===== src/rtl/smb_pkg.sv =====
package smb_pkg;

  typedef enum logic [2:0] {
    ST_IDLE  = 3'd0,
    ST_ADDR  = 3'd1,
    ST_CMD   = 3'd2,
    ST_COUNT = 3'd3,
    ST_WDATA = 3'd4,
    ST_RDATA = 3'd5
  } smb_state_e;

endpackage


===== src/rtl/smb_front.sv =====
module smb_front #(
  parameter int SYNC_STAGES = 2
) (
  input  logic clk,
  input  logic rst_n_in,
  input  logic scl_i,
  input  logic sda_i,
  output logic rst_n,
  output logic scl_s,
  output logic sda_s,
  output logic scl_rise,
  output logic scl_fall,
  output logic start_evt,
  output logic stop_evt
);

  localparam int CHAIN = SYNC_STAGES + 1;

  logic [1:0]       rst_pipe;
  logic [CHAIN-1:0] scl_pipe;
  logic [CHAIN-1:0] sda_pipe;
  logic             scl_d;
  logic             sda_d;

  // reset: asserted at once, released on the clock
  always_ff @(posedge clk or negedge rst_n_in) begin
    if (!rst_n_in) rst_pipe <= 2'b00;
    else           rst_pipe <= {rst_pipe[0], 1'b1};
  end
  assign rst_n = rst_pipe[1];

  // bus idles high, so the chain resets high
  always_ff @(posedge clk or negedge rst_n) begin
    if (!rst_n) begin
      scl_pipe <= '1;
      sda_pipe <= '1;
    end else begin
      scl_pipe <= {scl_pipe[CHAIN-2:0], scl_i};
      sda_pipe <= {sda_pipe[CHAIN-2:0], sda_i};
    end
  end

  assign scl_s = scl_pipe[CHAIN-2];
  assign scl_d = scl_pipe[CHAIN-1];
  assign sda_s = sda_pipe[CHAIN-2];
  assign sda_d = sda_pipe[CHAIN-1];

  assign scl_rise  =  scl_s & ~scl_d;
  assign scl_fall  = ~scl_s &  scl_d;
  assign start_evt =  scl_s &  scl_d & ~sda_s &  sda_d;
  assign stop_evt  =  scl_s &  scl_d &  sda_s & ~sda_d;

endmodule


===== src/rtl/smb_regbank.sv =====
module smb_regbank #(
  parameter int                    NUM_REGS = 15,
  parameter int                    AW       = 7,
  parameter logic [NUM_REGS*8-1:0] RST_VAL  = {NUM_REGS{8'h5A}}
) (
  input  logic                  clk,
  input  logic                  rst_n,
  input  logic                  wr_en,
  input  logic [AW-1:0]         wr_addr,
  input  logic [7:0]            wr_data,
  input  logic [AW-1:0]         rd_addr,
  output logic [7:0]            rd_data,
  output logic [NUM_REGS*8-1:0] reg_q,
  output logic [NUM_REGS-1:0]   reg_wstb
);

  logic [NUM_REGS-1:0] hit;

  for (genvar i = 0; i < NUM_REGS; i++) begin : g_reg
    assign hit[i] = wr_en && (wr_addr == AW'(i));

    always_ff @(posedge clk or negedge rst_n) begin
      if (!rst_n) begin
        reg_q[i*8 +: 8] <= RST_VAL[i*8 +: 8];
        reg_wstb[i]     <= 1'b0;
      end else begin
        reg_wstb[i] <= hit[i];
        if (hit[i]) reg_q[i*8 +: 8] <= wr_data;
      end
    end

    // a register moves only with its strobe
    a_r9_hold_without_strobe: assert property (@(posedge clk) disable iff (!rst_n)
      !reg_wstb[i] |-> $stable(reg_q[i*8 +: 8]));
  end

  always_comb begin
    rd_data = 8'h00;
    for (int i = 0; i < NUM_REGS; i++) begin
      if (rd_addr == AW'(i)) rd_data = reg_q[i*8 +: 8];
    end
  end

  a_r9_one_strobe: assert property (@(posedge clk) disable iff (!rst_n)
    $onehot0(reg_wstb));

  a_r7_no_strobe_out_of_range: assert property (@(posedge clk) disable iff (!rst_n)
    (wr_en && (int'(wr_addr) >= NUM_REGS)) |=> (reg_wstb == '0));

endmodule


===== src/rtl/smb_regslave.sv =====
module smb_regslave
  import smb_pkg::*;
#(
  parameter int                    NUM_REGS    = 15,
  parameter logic [6:0]            DEV_ADDR    = 7'h69,
  parameter int                    SYNC_STAGES = 2,
  parameter logic [NUM_REGS*8-1:0] RST_VAL     = {NUM_REGS{8'h5A}}
) (
  input  logic                  clk,
  input  logic                  rst_n,
  input  logic                  scl_i,
  input  logic                  sda_i,
  output logic                  sda_oe,
  output logic [NUM_REGS*8-1:0] reg_q,
  output logic [NUM_REGS-1:0]   reg_wstb
);

  localparam int         AW      = 7;
  localparam logic [7:0] CNT_VAL = 8'(NUM_REGS);
  localparam logic [AW-1:0] PTR_MAX = '1;

  logic rst_sn, scl_s, sda_s, scl_rise, scl_fall, start_evt, stop_evt;

  smb_front #(.SYNC_STAGES(SYNC_STAGES)) u_front (
    .clk       (clk),
    .rst_n_in  (rst_n),
    .scl_i     (scl_i),
    .sda_i     (sda_i),
    .rst_n     (rst_sn),
    .scl_s     (scl_s),
    .sda_s     (sda_s),
    .scl_rise  (scl_rise),
    .scl_fall  (scl_fall),
    .start_evt (start_evt),
    .stop_evt  (stop_evt)
  );

  smb_state_e   st_q, st_n;
  logic [3:0]   cnt_q, cnt_n;
  logic         in_ack_q, in_ack_n;
  logic         ack_drv_q, ack_drv_n;
  logic         mnack_q, mnack_n;
  logic         need_cnt_q, need_cnt_n;
  logic [7:0]   sh_q, sh_n;
  logic [AW-1:0] ptr_q, ptr_n;
  logic         wr_en;
  logic [7:0]   rd_data;
  logic [AW-1:0] ptr_inc;

  assign ptr_inc = (ptr_q == PTR_MAX) ? ptr_q : ptr_q + 1'b1;

  smb_regbank #(.NUM_REGS(NUM_REGS), .AW(AW), .RST_VAL(RST_VAL)) u_bank (
    .clk      (clk),
    .rst_n    (rst_sn),
    .wr_en    (wr_en),
    .wr_addr  (ptr_q),
    .wr_data  (sh_q),
    .rd_addr  (ptr_q),
    .rd_data  (rd_data),
    .reg_q    (reg_q),
    .reg_wstb (reg_wstb)
  );

  always_comb begin
    st_n       = st_q;
    cnt_n      = cnt_q;
    in_ack_n   = in_ack_q;
    ack_drv_n  = ack_drv_q;
    mnack_n    = mnack_q;
    need_cnt_n = need_cnt_q;
    sh_n       = sh_q;
    ptr_n      = ptr_q;
    wr_en      = 1'b0;

    if (start_evt) begin
      st_n      = ST_ADDR;
      cnt_n     = 4'd0;
      in_ack_n  = 1'b0;
      ack_drv_n = 1'b0;
    end else if (stop_evt) begin
      st_n      = ST_IDLE;
      cnt_n     = 4'd0;
      in_ack_n  = 1'b0;
      ack_drv_n = 1'b0;
    end else if (st_q != ST_IDLE) begin
      if (scl_rise) begin
        if (!in_ack_q) begin
          cnt_n = cnt_q + 4'd1;
          if (st_q != ST_RDATA) sh_n = {sh_q[6:0], sda_s};
        end else if (st_q == ST_RDATA) begin
          mnack_n = sda_s;
        end
      end else if (scl_fall) begin
        if (in_ack_q) begin
          // end of the acknowledge slot
          in_ack_n  = 1'b0;
          ack_drv_n = 1'b0;
          cnt_n     = 4'd0;
          if (st_q == ST_RDATA) begin
            if (mnack_q) begin
              st_n = ST_IDLE;
            end else if (need_cnt_q) begin
              sh_n       = CNT_VAL;
              need_cnt_n = 1'b0;
            end else begin
              sh_n  = rd_data;
              ptr_n = ptr_inc;
            end
          end
        end else if (cnt_q == 4'd8) begin
          // eighth bit done: enter the acknowledge slot
          in_ack_n = 1'b1;
          unique case (st_q)
            ST_ADDR: begin
              if (sh_q[7:1] == DEV_ADDR) begin
                ack_drv_n = 1'b1;
                st_n      = sh_q[0] ? ST_RDATA : ST_CMD;
              end else begin
                in_ack_n = 1'b0;
                st_n     = ST_IDLE;
              end
            end
            ST_CMD: begin
              ack_drv_n  = 1'b1;
              need_cnt_n = ~sh_q[7];
              ptr_n      = sh_q[7] ? sh_q[6:0] : '0;
              st_n       = sh_q[7] ? ST_WDATA : ST_COUNT;
            end
            ST_COUNT: begin
              ack_drv_n = 1'b1;
              st_n      = ST_WDATA;
            end
            ST_WDATA: begin
              ack_drv_n = 1'b1;
              wr_en     = 1'b1;
              ptr_n     = ptr_inc;
            end
            default: begin
              ack_drv_n = 1'b0;
            end
          endcase
        end else if (st_q == ST_RDATA) begin
          sh_n = {sh_q[6:0], 1'b0};
        end
      end
    end
  end

  always_ff @(posedge clk or negedge rst_sn) begin
    if (!rst_sn) begin
      st_q       <= ST_IDLE;
      cnt_q      <= 4'd0;
      in_ack_q   <= 1'b0;
      ack_drv_q  <= 1'b0;
      mnack_q    <= 1'b0;
      need_cnt_q <= 1'b0;
      sh_q       <= 8'h00;
      ptr_q      <= '0;
    end else begin
      st_q       <= st_n;
      cnt_q      <= cnt_n;
      in_ack_q   <= in_ack_n;
      ack_drv_q  <= ack_drv_n;
      mnack_q    <= mnack_n;
      need_cnt_q <= need_cnt_n;
      sh_q       <= sh_n;
      ptr_q      <= ptr_n;
    end
  end

  assign sda_oe = ack_drv_q | ((st_q == ST_RDATA) & ~in_ack_q & ~sh_q[7]);

  a_r1_released_when_idle: assert property (@(posedge clk) disable iff (!rst_sn)
    (st_q == ST_IDLE) |-> !sda_oe);

  a_r10_start_restarts: assert property (@(posedge clk) disable iff (!rst_sn)
    start_evt |=> (st_q == ST_ADDR && cnt_q == 4'd0 && !in_ack_q));

  // the slave only moves SDA while SCL is low
  a_r3_sda_steady_scl_high: assert property (@(posedge clk) disable iff (!rst_sn)
    (scl_s && $past(scl_s)) |-> $stable(sda_oe));

endmodule


===== config.mk =====
export PLATFORM = sky130hd
export DESIGN_NAME = smb_regslave
export DESIGN_NICKNAME = d
export VERILOG_FILES = /design/src/rtl/smb_pkg.sv /design/src/rtl/smb_front.sv /design/src/rtl/smb_regbank.sv /design/src/rtl/smb_regslave.sv
export SDC_FILE = /design/constraint.sdc
export NUM_CORES = 1
export LEC_CHECK = 0
export ABC_AREA = 1
export CORE_MARGIN = 1.5
export CORE_UTILIZATION = 45
export CTS_CLUSTER_SIZE = 24
export DETAILED_ROUTE_END_ITERATION = 12
export PLACE_DENSITY = 0.76
export SYNTH_ARGS = -nofsm -noshare
export SYNTH_HDL_FRONTEND = slang
export SYNTH_SLANG_ARGS = --single-unit
export TNS_END_PERCENT = 10

===== constraint.sdc =====
create_clock -name clk -period 6.6 [get_ports clk]
set_clock_uncertainty 0.1 [all_clocks]
set_input_delay 1.32 -clock clk [delete_from_list [all_inputs] [get_ports clk]]
set_output_delay 1.32 -clock clk [all_outputs]
set_load 0.02 [all_outputs]

==> results_dict.tcl, run 1 <==
set metrics [dict create \
    status "finished clean" \
    fp.dieW_um 138 \
    design_area_um2 10400 \
    cap_violations 0 \
    power_density_nw_per_um2 223 \
    drt_iter0_drc 637 \
    cpMostUsedCell "inv_1" \
    grt_max_degree 73 \
    async_flop_share 1.00 \
    reg2reg_depth 10 \
    seq_area_um2 4320 \
    start_util 0.456 \
    avgRoutedWirePerCell_um 17.0 \
    worstSetupEndpointType "primary output" \
    grt_pass1_vias 6812 \
    multi_input_area_um2 3210 \
    ys_types 47 \
    max_stage_delay_ps 640 \
    drc 0 \
    finalSetupTns_ps 0 \
    rr_startpoint "u_front.scl_pipe[2]" \
    crit_chain "inv_1, nor3_1, inv_1, o21ai_0, clkdlybuf4s50_1" \
    std_cell_rows 49 \
    fmax_mhz 256 \
    worst_hold_path_type "flop to asynchronous set/reset pin" \
    crit_path_start "st_q[2]" \
    antenna_found_initial 0 \
    crit_end "sda_oe" \
    die_y_um 138 \
    ys_seq_elements 169 \
    h-tree-depth 4 \
    cp.arrival_ps 2480 \
    vdd_drop_max_mv 0.188 \
    grt_use_total 0.252 \
    finalSetupViolCount 0 \
    vias 7372 \
    antennaDiodeCount 0 \
    reg2reg_slack_ps 3440 \
    cts_root_buffer "clkbuf_16" \
    cts_setup_buffers 0 \
    clock_latency_ps 440 \
    dp_hpwl_mm 15.8 \
    avgSynthCellArea_um2 8.17 \
    cts_tree "yes" \
    fillers 1602 \
    p_leak_nw 4.33 \
    slowest_stage "clkdlybuf4s50_1" \
    synth_flop_cell "dfrtp_1" \
    io_buffers 139 \
    synth_edf_count 0 \
    top_usage_layer "met2" \
    place_congestion 0.860 \
    grt_first_pass_wirelength_mm 35.9 \
    cp-start-kind "flop" \
    fin_ws_ps 2700 \
    cpLargestDelayFamily "buffers and inverters" \
    relSlewSlack 0.309 \
    core_area_um2 17900 \
    cts_hold_buf 0 \
    vias_per_cell 5.41 \
    gr-usage-met3 0.0438 \
    cts_sinks 169 \
    postSynthCellCount 999 \
    cts_resized 0 \
    clkTransAtPathRegs_ps 60 \
    cts-buffers-inserted 17 \
    worstMarginPinSlew_ps 1030 \
    crit_fanout 6 \
    period_needed_ps 3900 \
    ios 140 \
    syn_nets 1012 \
    synth_seq_area_share 0.528 \
    synthToLayoutAreaGrowth_pct 26.8 \
    synth_area_um2 8160 \
    first_pass_iters 5 \
    use_met2 0.389 \
    worst_ep_required_time_ps 5180 \
    finalHoldViolCount 0 \
    rr_endpoint "u_bank.reg_q[48]" \
    ant_nets 0 \
    use_met1 0.349 \
    placed_cell_area_um2 9700 \
    fin_nets 1134 \
    cp_num_buf_inv 3 \
    wirelength_mm 23.2 \
    rsz0062_at_grt "no" \
    yosys_warnings 0 \
    maxSlewViolCount 0 \
    clockBufferDepth 2 \
    worstSetupPathType "flop to primary output" \
    die-area_um2 19000 \
    drive_gt1_frac 0.130 \
    place_ws_ps 3200 \
    holdWs_ps 163 \
    grt-ovfl-total 0 \
    cp.depth 5 \
    fin_crit_sh 0.591 \
]
[worst min-delay path by stage]
stage / to / slack [ps] / cells past startpoint
after detailed placement: sh_q[1] / 180 / 0
final: u_bank.reg_q[119] / 160 / 0
after global placement: sh_q[1] / 180 / 0
after floorplan: u_front.rst_pipe[1] / 230 / 0
after CTS: u_bank.reg_wstb[11] / 180 / 0
after global routing: u_bank.reg_wstb[12] / 210 / 0
[report_power, final]
group	internal [mW]	switching [mW]
clock network	0.686	0.430
registers	1.05	0.0393
logic	0.0151	0.0866
total	1.75	0.556
[metal layers]
layer,vias to the layer above,wire length [um]
met5,-,0
met4,0,732
met1,3515,10100
met3,50,1630
li1,3483,-
met2,324,10700
[state kept, by name (all words and copies together), names as in the netlist]
name / cells
u_bank.reg_q: 120
u_bank.reg_wstb: 15
need_cnt_q: 1
mnack_q: 1
in_ack_q: 1
st_q: 3
ack_drv_q: 1
u_front.rst_pipe: 2
u_front.scl_pipe: 3
u_front.sda_pipe: 3
sh_q: 8
cnt_q: 4
ptr_q: 7
[final cells by class]
| type | instances | share of cell area |
|---|---|---|
| Clock buffer | 19 | 0.0428 |
| Clock inverter | 13 | 0.0207 |
| Inverter | 120 | 0.0437 |
| Multi-Input combinational cell | 669 | 0.310 |
| Sequential cell | 169 | 0.417 |
| Tap cell | 229 | 0.0277 |
| Timing Repair Buffer | 144 | 0.138 |
[cell usage in the layout, fill, tap and decap left out, types with 4 or more instances in the layout]
cell             netlist  final
bufinv_16              0      5
a21oi_1               78     78
inv_1                105    105
clkdlybuf4s50_1        0    139
nor2_1                47     47
ha_1                   9      9
nand2_1              276    276
o21ai_0              140    140
clkbuf_16              0     17
buf_4                  1      5
o221ai_1               4      4
inv_6                  0      4
nor2_4                 4      4
inv_2                 13     13
nor3_1                 9      9
o21ai_1                8      8
dfrtp_1              103    102
dfstp_2               66     66
nor2_2                 8      8
nand3_1               45     45
[synth_stat cells (all sizes together), types with 2 or more instances]
library cell / count / share of area
nand2: 280 / 0.13
o21ai: 148 / 0.091
inv: 119 / 0.055
dfrtp: 103 / 0.32
a21oi: 81 / 0.051
dfstp: 66 / 0.21
nor2: 59 / 0.033
nand3: 45 / 0.028
clkbuf: 27 / 0.012
buf: 14 / 0.010
nor3: 13 / 0.011
ha: 9 / 0.014
o221ai: 4 / 0.0043
a31oi: 3 / 0.0023
o211ai: 3 / 0.0040
or2: 3 / 0.0023
xor2: 3 / 0.0032
nand4: 2 / 0.0015
nor4: 2 / 0.0015
o22ai: 2 / 0.0015
[cells by family (layout without fill, tap and decap cells)]
| group | after synthesis | count (layout) | share of synthesized area |
|---|---|---|---|
| compound gates | 250 | 250 | 0.164 |
| xor+xnor | 4 | 4 | 0.00429 |
| fa+ha+maj | 9 | 9 | 0.0138 |
| buf+inv | 161 | 296 | 0.0783 |
| flops | 169 | 169 | 0.528 |
| other cells | 1 | 1 | 0.000459 |
| simple gates | 405 | 405 | 0.211 |
[worst register-to-register path: stages, from the launching register on]
cell and delay (ps):
dfstp_2 550, inv_1 40, ha_1 280, nor2_1 170, inv_1 80, nor3_1 160
nand2_1 470, nor2_1 700, inv_1 250, nand2_1 130, o21ai_0 90
[per-stage QoR]
stage                     cells   util  power, mW
after floorplan             999      -       1.15
after global placement     1331  0.542       1.21
after detailed placement   1331  0.542       1.21
after CTS                  1363  0.578       2.31
after global routing       1363  0.578       2.37
final                      1363  0.578       2.31
Power figures use the tool's default switching activity.
==> run 2, diff against run 1 <==
- PLACE_DENSITY: 0.76 -> 0.78
- clock period: 6.6 -> 3.5 ns (I/O delays scaled with it)
==> run 2 against run 1 <==
  * Clock power increased by 84%
  * Via count increased by 1.8%
  * Final cell count increased by 0.66%
  * Utilization increased by 0.34 points
  * Highest routed layer unchanged
  * Non-clock buffer count increased by 9
  * Largest power group unchanged
==> results_dict.tcl, run 2 (same netlist as run 1, synthesis figures left out) <==
set metrics [dict create \
    wirelength_mm 23.7 \
    ant_nets 0 \
    reg2reg_slack_ps 670 \
    fp.dieW_um 138 \
    drc 0 \
    reg2reg_depth 9 \
    first_pass_iters 6 \
    grt-ovfl-total 0 \
    drive_gt1_frac 0.137 \
    cts_sinks 169 \
    cp.arrival_ps 2410 \
    avgRoutedWirePerCell_um 17.3 \
    place_ws_ps 769 \
    power_frac_seq 0.475 \
    cts_hold_buf 0 \
    rr_endpoint "u_bank.reg_q[61]" \
    power_density_nw_per_um2 416 \
    reg.largest.list "u_bank.reg_q (120), u_bank.reg_wstb (15), sh_q (8)" \
    synthToLayoutAreaGrowth_pct 27.6 \
    cts-buffers-inserted 17 \
    worst_ep_required_time_ps 2700 \
    vias 7508 \
    worstSetupPathType "flop to primary output" \
    finalHoldViolCount 0 \
    combinationalPowerShare 0.050 \
    drt_iter0_drc 852 \
    status "finished clean" \
    clockBufferDepth 2 \
    ios 140 \
    crit_path_start "st_q[2]" \
    relSlewSlack 0.456 \
    regMostFlops "u_bank.reg_q" \
    largest_register_ffs 120 \
    h-tree-depth 4 \
    io_buffers 139 \
    p_leak_nw 4.38 \
    period_needed_ps 3210 \
    std_cell_rows 49 \
    vias_per_cell 5.47 \
    die-area_um2 19000 \
    fmax_mhz 312 \
    dp_hpwl_mm 16.2 \
    finalSetupViolCount 0 \
    place_congestion 0.884 \
    dp_cells 1340 \
    core_area_um2 17900 \
    antennaDiodeCount 0 \
    final_common_cell "nand2_1" \
    clkPwrFrac 0.475 \
    clock_latency_ps 450 \
    internal-power_mw 3.23 \
    maxSlewViolCount 0 \
    finalSetupTns_ps 0 \
    worstSetupEndpointType "primary output" \
    finalNonFillerCells 1372 \
    grt_first_pass_wirelength_mm 36.7 \
    worst_hold_path_type "flop to asynchronous set/reset pin" \
    die_y_um 138 \
    worstMarginPinSlew_ps 815 \
    swShare 0.254 \
    grt_max_degree 137 \
    crit_fanout 6 \
    cap_violations 0 \
    vdd_drop_max_mv 0.376 \
    fin_nets 1143 \
    cts_setup_buffers 0 \
    fin_crit_sh 0.917 \
    cts_resized 0 \
    p_sw_mw 1.10 \
    antenna_found_initial 0 \
    grt_use_total 0.258 \
    final_cell_mix "276 x nand2_1, 140 x o21ai_0, 139 x clkdlybuf4s50_1" \
    clkTransAtPathRegs_ps 70 \
    rr_startpoint "u_front.scl_pipe[2]" \
    start_util 0.456 \
    fin_ws_ps 291 \
    cts_root_buffer "clkbuf_16" \
    grt_pass1_vias 6934 \
    cts_tree "yes" \
    rsz0062_at_grt "no" \
    cp-start-kind "flop" \
]
[run 2: critical path, stage by stage, from the launching register on]
cell and delay [ps]:
dfrtp_1 430, inv_1 100, nor3_1 430, inv_1 160, o21ai_0 200, clkdlybuf4s50_1 630
[run 2: how the worst max path moves through the flow]
stage                  endpoint  slack (ps)  cells past startpoint
2_1_floorplan         ack_drv_q         670                      0
3_5_place_dp   u_bank.reg_q[61]         770                      9
5_1_grt                  sda_oe         110                      5
6_report                 sda_oe         290                      5
4_1_cts                  sda_oe         300                      5
3_3_place_gp    u_bank.reg_q[8]         820                     11
[run 2: area by class of cell]
type                    instances  area, um2
well taps                     229        287
repair buffers                153       1510
fillers                      1572       7490
inverters                     120        453
multi-input cells             669       3210
clock buffers                  17        425
clock inverters                15        213
flip-flops and latches        169       4320
[run 2: layer usage]
metal | vias up | GRT usage | wire (um)
li1 | 3498 | - | -
met1 | 3580 | 0.347 | 9700
met2 | 378 | 0.415 | 11400
met3 | 52 | 0.0600 | 2040
met4 | 0 | 0.0839 | 596
met5 | - | 0 | 0
[run 2: power by group through the flow]
stage / Sequential [mW] / Clock [mW] / Combinational (mW)
after floorplan: 2.05 / 0 / 0.119
after global placement: 2.09 / 0 / 0.213
after detailed placement: 2.09 / 0 / 0.215
after CTS: 2.05 / 2.07 / 0.214
after global routing: 2.06 / 2.16 / 0.231
final: 2.05 / 2.06 / 0.218
[run 2: per-stage QoR]
stage	utilization	power (mW)	instance area (um2)	hold WS [ps]
2_1_floorplan	-	2.17	8170	231
3_3_place_gp	0.546	2.30	9780	171
3_5_place_dp	0.546	2.30	9780	172
4_1_cts	0.582	4.33	10400	179
5_1_grt	0.582	4.45	10400	211
6_report	0.582	4.33	10400	165
==> run 3, diff against run 2 <==
- MAX_ROUTING_LAYER: unset -> met4
==> run 3 against run 2 <==
  * Utilization down 0.15 points
  * Sequential share of layout area up 0.11 points
  * Wire length shrank 1.8%
  * Largest power group is now registers
  * Non-clock buffer count is 3 higher
  * Highest routed layer unchanged
==> results_dict.tcl, run 3 (same netlist as run 1, synthesis figures left out) <==
set metrics [dict create \
    regMostFlops "u_bank.reg_q" \
    cts_root_buffer "clkbuf_16" \
    die_y_um 138 \
    finalSetupViolCount 0 \
    cts_sinks 169 \
    antennaDiodeCount 0 \
    period_needed_ps 3170 \
    clkTransAtPathRegs_ps 70 \
    place_ws_ps 744 \
    cts_hold_buf 0 \
    crit_chain "inv_1, nor3_1, inv_1, o21ai_0, clkdlybuf4s50_1" \
    start_util 0.456 \
    rr_startpoint "u_front.scl_pipe[2]" \
    wirelength_mm 23.3 \
    place_congestion 0.892 \
    ios 140 \
    h-tree-depth 4 \
    grt_use_total 0.265 \
    vdd_drop_max_mv 0.331 \
    first_pass_iters 8 \
    relSlewSlack 0.461 \
    cts_resized 0 \
    slowest_stage "clkdlybuf4s50_1" \
    drt_iter0_drc 726 \
    fin_ws_ps 331 \
    core_area_um2 17900 \
    finalHoldViolCount 0 \
    status "finished clean" \
    fillers 1579 \
    fp.dieW_um 138 \
    grt_max_degree 62 \
    maxSlewViolCount 0 \
    worstSetupEndpointType "primary output" \
    worst_ep_required_time_ps 2700 \
    worst_hold_path_type "flop to flop" \
    vias_per_cell 5.42 \
    antenna_found_initial 0 \
    finalSetupTns_ps 0 \
    final_cell_mix "276 x nand2_1, 140 x o21ai_0, 139 x clkdlybuf4s50_1" \
    rsz0062_at_grt "no" \
    cpLargestDelayFamily "buffers and inverters" \
    largest_register_ffs 120 \
    min_to "u_front.rst_pipe[1]" \
    cap_violations 0 \
    worstMarginPinSlew_ps 808 \
    io_buffers 139 \
    rr_endpoint "u_bank.reg_q[33]" \
    fmax_mhz 316 \
    fin_crit_sh 0.906 \
    hp-start "u_front.rst_pipe[0]" \
    max_stage_delay_ps 630 \
    grt_pass1_vias 7073 \
    ant_nets 0 \
    cts-buffers-inserted 17 \
    dp_hpwl_mm 16.3 \
    clockBufferDepth 2 \
    clock_latency_ps 450 \
    synthToLayoutAreaGrowth_pct 27.2 \
    fin_util 0.580 \
    grt-ovfl-total 0 \
    std_cell_rows 49 \
    cts_tree "yes" \
    p_leak_nw 4.37 \
    reg2reg_slack_ps 660 \
    cp.arrival_ps 2370 \
    seq_area_um2 4320 \
    avgRoutedWirePerCell_um 16.9 \
    worstHoldPathCells 0 \
    power_density_nw_per_um2 403 \
    vias 7458 \
    cpMostUsedCell "inv_1" \
    drive_gt1_frac 0.139 \
    reg2reg_depth 9 \
    cp_num_buf_inv 3 \
    multi_input_area_um2 3210 \
    reg.largest.list "u_bank.reg_q (120), u_bank.reg_wstb (15), sh_q (8)" \
    crit_fanout 6 \
    worstSetupPathType "flop to primary output" \
    grt_first_pass_wirelength_mm 36.6 \
    fin_nets 1146 \
    cp-start-kind "flop" \
    total_power_mw 4.18 \
    drc 0 \
    final_common_cell "nand2_1" \
    die-area_um2 19000 \
    cts_setup_buffers 0 \
]
## run 3: routing by layer
layer	vias up	GRT usage	wire length [um]
met1	3548	0.344	9960
met4	0	0.0984	625
met5	-	-	0
met2	352	0.414	10900
met3	56	0.0537	1790
li1	3502	-	-
## run 3: how the worst max path moves through the flow
stage	startpoint	end	slack, ps	depth (start not counted)
final	st_q[2]	sda_oe	330	5
after global routing	st_q[2]	sda_oe	210	5
after CTS	st_q[2]	sda_oe	340	5
after detailed placement	u_front.scl_pipe[2]	u_bank.reg_q[101]	740	10
after global placement	st_q[2]	sda_oe	810	5
after floorplan	u_front.rst_pipe[1]	ack_drv_q	670	0
## run 3: cell type report
type | count | share of cell area
clock buffer | 18 | 0.0413
clock inverter | 14 | 0.0153
inverter | 120 | 0.0436
multi-input combinational | 669 | 0.309
sequential | 169 | 0.415
tap | 229 | 0.0276
timing repair buffer | 156 | 0.147
## run 3: metrics by stage
| step | cell area [um2] | hold WS (ps) | cells |
|---|---|---|---|
| after CTS | 10400 | 254 | 1375 |
| after global placement | 9800 | 236 | 1343 |
| after global routing | 10400 | 255 | 1375 |
| after detailed placement | 9800 | 240 | 1343 |
| final | 10400 | 252 | 1375 |
| after floorplan | 8170 | 231 | 999 |
## run 3: power by group
group          switching (mW)  internal [mW]  leakage (nW)
logic                   0.171         0.0361          1.97
registers              0.0796           1.98          2.11
clock network           0.844           1.07         0.288
